==> src/rtl/irq_pkg.sv <==
package irq_pkg;
    localparam int PSW_W  = 16;
    localparam int IE_BIT = 4;
    localparam int IL_LSB = 8;
    localparam int LVL_W  = 4;

    typedef logic [LVL_W-1:0] lvl_t;
    typedef logic [PSW_W-1:0] psw_t;

    typedef struct packed {
        logic valid;
        lvl_t level;
    } pick_t;

    function automatic logic psw_ie(psw_t p);
        return p[IE_BIT];
    endfunction

    function automatic lvl_t psw_il(psw_t p);
        return p[IL_LSB +: LVL_W];
    endfunction

    function automatic psw_t psw_enter(psw_t p, lvl_t l);
        psw_t r;
        r = p;
        r[IE_BIT] = 1'b0;
        r[IL_LSB +: LVL_W] = l;
        return r;
    endfunction
endpackage

==> src/rtl/irq_select.sv <==
module irq_select
    import irq_pkg::*;
#(
    parameter int NSRC  = 8,
    parameter int IDX_W = (NSRC > 1) ? $clog2(NSRC) : 1
) (
    input  logic [NSRC-1:0]       pend,
    input  logic [NSRC*LVL_W-1:0] prio,
    output pick_t                 pick,
    output logic [IDX_W-1:0]      idx,
    output logic [NSRC-1:0]       grant
);
    always_comb begin
        pick.valid = 1'b0;
        pick.level = '0;
        idx        = '0;
        for (int i = 0; i < NSRC; i++) begin
            if (pend[i] && (!pick.valid || prio[i*LVL_W +: LVL_W] > pick.level)) begin
                pick.valid = 1'b1;
                pick.level = prio[i*LVL_W +: LVL_W];
                idx        = IDX_W'(i);
            end
        end
    end

    generate
        for (genvar g = 0; g < NSRC; g++) begin : g_grant
            assign grant[g] = pick.valid && (idx == IDX_W'(g));
        end
    endgenerate
endmodule

==> src/rtl/irq_psw_stack.sv <==
module irq_psw_stack
    import irq_pkg::*;
#(
    parameter int DEPTH = 8
) (
    input  logic clk,
    input  logic rst,
    input  logic wr,
    input  psw_t wdata,
    input  logic push,
    input  lvl_t push_level,
    input  logic pop,
    output psw_t psw,
    output logic full,
    output logic err
);
    localparam int PTR_W = (DEPTH > 1) ? $clog2(DEPTH) : 1;
    localparam int CNT_W = $clog2(DEPTH + 1);

    psw_t             mem [DEPTH];
    logic [CNT_W-1:0] cnt;
    logic [PTR_W-1:0] wr_ptr;
    logic [PTR_W-1:0] rd_ptr;

    assign full   = (cnt == CNT_W'(DEPTH));
    assign wr_ptr = cnt[PTR_W-1:0];
    assign rd_ptr = PTR_W'(cnt - CNT_W'(1));

    always_ff @(posedge clk) begin
        if (push && !pop && !full) mem[wr_ptr] <= psw;
    end

    always_ff @(posedge clk) begin
        if (rst) begin
            psw <= '0;
            cnt <= '0;
            err <= 1'b0;
        end else begin
            err <= 1'b0;
            if (pop) begin
                if (cnt != '0) begin
                    psw <= mem[rd_ptr];
                    cnt <= cnt - CNT_W'(1);
                end else begin
                    err <= 1'b1;
                end
            end else if (push && !full) begin
                psw <= psw_enter(psw, push_level);
                cnt <= cnt + CNT_W'(1);
            end else if (wr) begin
                psw <= wdata;
            end
        end
    end

    AST_ERR_KEEPS_PSW: assert property (@(posedge clk) disable iff (rst)
        err |-> $stable(psw)) else $error("empty return changed status word");
    AST_NO_PUSH_WHEN_FULL: assert property (@(posedge clk) disable iff (rst)
        push |-> !full && !pop) else $error("push while full or popping");
    AST_CNT_BOUND: assert property (@(posedge clk) disable iff (rst)
        cnt <= CNT_W'(DEPTH)) else $error("stack count out of range");
endmodule

==> src/rtl/irq_ctrl.sv <==
module irq_ctrl
    import irq_pkg::*;
#(
    parameter int          NSRC     = 8,
    parameter int          DEPTH    = 8,
    parameter int          VEC_W    = 8,
    parameter logic [7:0]  VEC_BASE = 8'h40
) (
    input  logic                  clk,
    input  logic                  rst,
    input  logic [NSRC-1:0]       flag_set,
    input  logic [NSRC-1:0]       flag_clr,
    input  logic [NSRC-1:0]       src_en,
    input  logic [NSRC*LVL_W-1:0] src_prio,
    input  logic                  psw_wr,
    input  logic [PSW_W-1:0]      psw_wdata,
    input  logic                  reti,
    output logic                  irq_req,
    output logic [LVL_W-1:0]      irq_level,
    output logic [VEC_W-1:0]      irq_vector,
    output logic [PSW_W-1:0]      psw,
    output logic [NSRC-1:0]       flags,
    output logic                  stack_err
);
    localparam int IDX_W = (NSRC > 1) ? $clog2(NSRC) : 1;

    pick_t            pick;
    logic [IDX_W-1:0] win_idx;
    logic [NSRC-1:0]  grant;
    logic             full;
    logic             accept;

    irq_select #(.NSRC(NSRC), .IDX_W(IDX_W)) u_sel (
        .pend  (flags & src_en),
        .prio  (src_prio),
        .pick  (pick),
        .idx   (win_idx),
        .grant (grant)
    );

    assign accept = pick.valid && psw_ie(psw) && (pick.level > psw_il(psw))
                    && !full && !psw_wr && !reti;

    irq_psw_stack #(.DEPTH(DEPTH)) u_stk (
        .clk        (clk),
        .rst        (rst),
        .wr         (psw_wr),
        .wdata      (psw_wdata),
        .push       (accept),
        .push_level (pick.level),
        .pop        (reti),
        .psw        (psw),
        .full       (full),
        .err        (stack_err)
    );

    always_ff @(posedge clk) begin
        if (rst) begin
            flags      <= '0;
            irq_req    <= 1'b0;
            irq_level  <= '0;
            irq_vector <= '0;
        end else begin
            flags   <= (flags & ~flag_clr & ~(accept ? grant : '0)) | flag_set;
            irq_req <= accept;
            if (accept) begin
                irq_level  <= pick.level;
                irq_vector <= VEC_W'(VEC_BASE) + VEC_W'(win_idx);
            end
        end
    end

    AST_REQ_NEEDS_IE: assert property (@(posedge clk) disable iff (rst)
        irq_req |-> $past(psw_ie(psw))) else $error("request with enable clear");
    AST_LEVEL_ABOVE: assert property (@(posedge clk) disable iff (rst)
        irq_req |-> irq_level > $past(psw_il(psw))) else $error("level not above");
    AST_ENTRY_UPDATE: assert property (@(posedge clk) disable iff (rst)
        irq_req |-> !psw_ie(psw) && psw_il(psw) == irq_level) else $error("entry update");
    AST_GRANT_ONEHOT: assert property (@(posedge clk) disable iff (rst)
        $onehot0(grant)) else $error("multiple winners");
    AST_NO_ACCEPT_ON_WRITE: assert property (@(posedge clk) disable iff (rst)
        (psw_wr || reti) |=> !irq_req) else $error("accept during write or return");
endmodule

==> config.mk <==
export PLATFORM = sky130hd
export DESIGN_NAME = irq_ctrl
export DESIGN_NICKNAME = d
export VERILOG_FILES = /design/src/rtl/irq_pkg.sv /design/src/rtl/irq_select.sv /design/src/rtl/irq_psw_stack.sv /design/src/rtl/irq_ctrl.sv
export SDC_FILE = /design/constraint.sdc
export NUM_CORES = 1
export LEC_CHECK = 0
export CAP_MARGIN = 25
export CORE_MARGIN = 5
export CORE_UTILIZATION = 40
export DETAILED_ROUTE_END_ITERATION = 8
export PLACE_DENSITY_LB_ADDON = 0.05
export SLEW_MARGIN = 5
export SYNTH_ARGS = -nofsm -noshare
export SYNTH_HDL_FRONTEND = slang
export SYNTH_SLANG_ARGS = --single-unit
export TNS_END_PERCENT = 100
==> constraint.sdc <==
create_clock -name clk -period 12.6 [get_ports clk]
set_input_delay 1.26 -clock clk [delete_from_list [all_inputs] [get_ports clk]]
set_output_delay 1.26 -clock clk [all_outputs]
set_load 0.005 [all_outputs]
==> results of run 1 <==
metal layers:
| metal | vias to the layer above | global-route usage |
|---|---|---|
| met5 | - | 0 |
| met4 | 0 | 0.0567 |
| met3 | 18 | 0.0302 |
| met2 | 142 | 0.319 |
| met1 | 2860 | 0.248 |
| li1 | 2739 | - |
power by group through the flow:
stage / combinational, W / sequential (W) / clock, W
finish: 0.000649 / 0.000737 / 0.000507
CTS: 0.000627 / 0.000739 / 0.000520
floorplan: 0.000390 / 0.000719 / 0
detailed placement: 0.000616 / 0.000750 / 0
global route: 0.000705 / 0.000748 / 0.000539
global placement: 0.000606 / 0.000745 / 0
critical path: cells and delay by family:
family | cells | cell delay [ps]
AOI/OAI and AO/OA | 29 | 5270
adders and majority gates | 8 | 2170
and+or+nand+nor | 14 | 1800
buffers and inverters | 7 | 990
muxes | 3 | 700
cell usage after synthesis, types with 3 or more instances:
| cell type | count |
|---|---|
| o2111a_1 | 3 |
| o21ai_0 | 15 |
| clkbuf_1 | 22 |
| nor3b_1 | 3 |
| nand4_1 | 7 |
| ha_1 | 33 |
| dfxtp_1 | 38 |
| a221oi_1 | 4 |
| nor3_1 | 7 |
| nand2b_1 | 7 |
| mux2_2 | 3 |
| mux2i_1 | 7 |
| edfxtp_1 | 128 |
| nor4b_1 | 3 |
| buf_2 | 3 |
| o211ai_1 | 6 |
| a21oi_1 | 33 |
| a31oi_1 | 4 |
| a21o_1 | 4 |
| nor2_1 | 45 |
| a211oi_1 | 17 |
| a221o_1 | 3 |
| nand3_1 | 3 |
| inv_1 | 35 |
| nor4_1 | 4 |
| mux4_2 | 32 |
| and2_1 | 5 |
| a222oi_1 | 13 |
| buf_4 | 4 |
| nand2_1 | 37 |
| nor2b_1 | 12 |
| a211o_1 | 3 |
how the worst min path moves through the flow:
stage	cells after the start	startpoint	endpoint
5_1_grt	2	irq_level[2]$_SDFFE_PP0P_	irq_level[2]$_SDFFE_PP0P_
2_1_floorplan	2	irq_vector[6]$_SDFFE_PP0P_	irq_vector[6]$_SDFFE_PP0P_
4_1_cts	2	irq_level[2]$_SDFFE_PP0P_	irq_level[2]$_SDFFE_PP0P_
3_3_place_gp	2	irq_level[2]$_SDFFE_PP0P_	irq_level[2]$_SDFFE_PP0P_
3_5_place_dp	2	irq_level[2]$_SDFFE_PP0P_	irq_level[2]$_SDFFE_PP0P_
6_report	2	irq_level[2]$_SDFFE_PP0P_	irq_level[2]$_SDFFE_PP0P_
cell families (layout without fill, tap and decap cells):
| logic type | after synthesis | count (layout) |
|---|---|---|
| DFF | 166 | 166 |
| xor gates and xnor gates | 4 | 4 |
| AOI/OAI and AO/OA | 140 | 140 |
| buffers and inverters | 67 | 275 |
| adders and majority gates | 33 | 33 |
| other | 1 | 4 |
| and+or+nand+nor | 147 | 147 |
| muxes | 42 | 42 |
registers in the layout, indices dropped and copies added (netlist names):
| signal | cells |
|---|---|
| u_stk.mem | 128 |
| u_stk.psw | 16 |
| flags | 8 |
| irq_level | 4 |
| irq_vector | 4 |
| u_stk.cnt | 4 |
| irq_req | 1 |
| u_stk.err | 1 |
metrics by stage:
stage	instances	hold slack (ps)	power (W)	setup TNS, ps	util
after floorplan	603	465	0.00111	-8450	-
after global placement	1027	459	0.00135	-54860	0.514
after detailed placement	1027	470	0.00137	-120680	0.514
after CTS	1066	483	0.00188	-9.57	0.550
after global routing	1076	507	0.00199	-3780	0.570
final	1076	482	0.00189	0	0.570
layout make-up:
class                           instances  share of cell area
Clock buffer                           18              0.0386
Clock inverter                         14              0.0130
Inverter                               35              0.0118
Multi-Input combinational cell        370               0.316
Sequential cell                       166               0.414
Tap cell                              265              0.0298
Timing Repair Buffer                  208               0.177
repair_timing:
item | 4_1_cts | 5_1_grt
buffers inserted | 6 | 10
cloned | 1 | 0
hold buffers | 0 | 0
setup endpoints to repair | 163 | 165
gates resized for setup | 16 | 69
pin swaps | 10 | 42
cell usage in the layout, fill, tap and decap left out, types with 7 or more instances in the layout:
cell | Yosys | final
nand2b_1 | 7 | 7
a211oi_1 | 17 | 17
dfxtp_1 | 38 | 37
nand4_1 | 7 | 7
inv_1 | 35 | 34
ha_1 | 33 | 22
buf_4 | 4 | 85
a21oi_1 | 33 | 22
edfxtp_1 | 128 | 128
a222oi_1 | 13 | 13
clkdlybuf4s50_1 | 0 | 99
o21ai_0 | 15 | 7
clkbuf_16 | 0 | 17
dlymetal6s2s_1 | 0 | 9
mux4_2 | 32 | 32
ha_4 | 0 | 7
buf_6 | 1 | 7
nor2_1 | 45 | 40
nand2_1 | 37 | 32
a21oi_2 | 2 | 10
==> flow_summary.ini, run 1 <==
[synthesis]
ys_ff_latch = 166
synth-simple-area-share = 0.0925
netlist_instances = 600
yosys.area.top_type = edfxtp_1
synth-xor-area-share = 0.00441
muxShareOfSynthArea = 0.104
yosysWarnings = 0
ys_types = 74
ys_seq_area_frac = 0.579
synthFlopType = edfxtp_1
synth_area_leaders = edfxtp_1 (48%), dfxtp_1 (9.6%), mux4_2 (9.1%), ha_1 (5.2%), nor2_1 (2.1%)
synth_edf_count = 128
async_flop_share = 0
synth_top_cell_area_share = 0.483
syn_area_um2 = 7950
synth_top_family_by_area = compound AO/OA/AOI/OAI gates
synth_fa_ha_area_frac = 0.0519
synth_compound_area_frac = 0.133
postSynthAreaPerCell_um2 = 13.3

[placed_design]
place_area_um2 = 10000
place.gp.congestion = 0.870
io_buffers = 109
hpwl_um = 14600
pre_cts_ws_ps = -843

[finish]
fin_nets = 907
nFillCells = 1657
seqCellArea_um2 = 4610
final_area_um2 = 11100
multiInputGateArea_um2 = 3510
syn2layout_area_growth_pct = 40.0
drive_above_1_share = 0.305
n_antenna_cell = 0

[clocking]
numCtsBuffers = 17
clockBufferDepth = 2
clkSlewWorstSetupHoldPaths_ps = 60
clock_sinks = 166
clk_latency_ps = 420
tritoncts = yes
h-tree-depth = 4
clockRootBuffer = clkbuf_16

[global_route]
track_usage = 0.188
gr-total-overflow = 0
grt_first_pass_wirelength_um = 32300
grt_start_max_net_pins = 41
grt_antenna_before_repair = 0
grt_pass1_vias = 6016

[setup_path]
path_max_fanout = 8
worstSetupStartpointType = primary input
crit_type = in2reg
r2r_cells = 60
ff2ff_setup_slack_ps = 990
crit_path_end_kind = register
crit_path_start = src_en[0]
endpoint = u_stk.mem[5][10]$_DFFE_PP_
slowest_stage = o31a_1
crit_required_ps = 12730
reg2reg_to = u_stk.mem[5][10]$_DFFE_PP_
crit_arrival_ps = 12220
rr_startpoint = flags[0]$_SDFF_PP0_
cp_slowest_stage_delay_ps = 340

[floorplan]
rows = 51
io_pins = 114
dieArea_um2 = 22800
start_util = 0.407
die_w_um = 151
die_h_um = 151
core_um2 = 19500

[sta]
max-slew-margin-rel = 0.370
finClkSkew_ps = 12.8
worst_pin_slew_ps = 945
max_clock_freq_ghz = 0.0827
min_period_over_period = 0.960
layout_setup_ws_ps = 507
hold_violations = 0
slew_violations = 0
fin_crit_ps = 12090
setup_violations = 0

[detailed_routing]
vias_per_cell = 5.35
drt_iter0_drc = 319
wirelength_um = 21300
wl_met2_um = 10500
drc_errors = 0
wl_per_cell_um = 19.8
highest_layer = met4
routed-wl-met3_um = 995
drt-met1-wl_um = 9540
drtAntennaViolNets = 0
vias = 5759
drtPass1Iterations = 7

[worst_hold_path]
hp-class = reg2reg

[pwr]
p_leak_nw = 4.06
ir_drop_mv = 0.134
p_int_w = 0.00129
clockPowerShare = 0.268
power.switching_w = 0.000601
swShare = 0.318
seq_power_share = 0.389
pwr-share-comb = 0.343
powerDensity_nw_per_um2 = 170

[run_status]
status = completed

[job]
drv_cap = 0
Note: power is estimated with default switching activity, not from simulation.
==> inputs of run 2 (changes only) <==
HOLD_SLACK_MARGIN = 0.03   (was default)
==> results of run 2 <==
Same layout as run 1: the final DEF is identical, and so are final timing and power.
==> inputs of run 3 (changes only) <==
ABC_AREA = 0   (was default)
HOLD_SLACK_MARGIN = default   (was 0.03)
==> results of run 3 <==
Same layout as run 1: the final DEF is identical, and so are final timing and power.
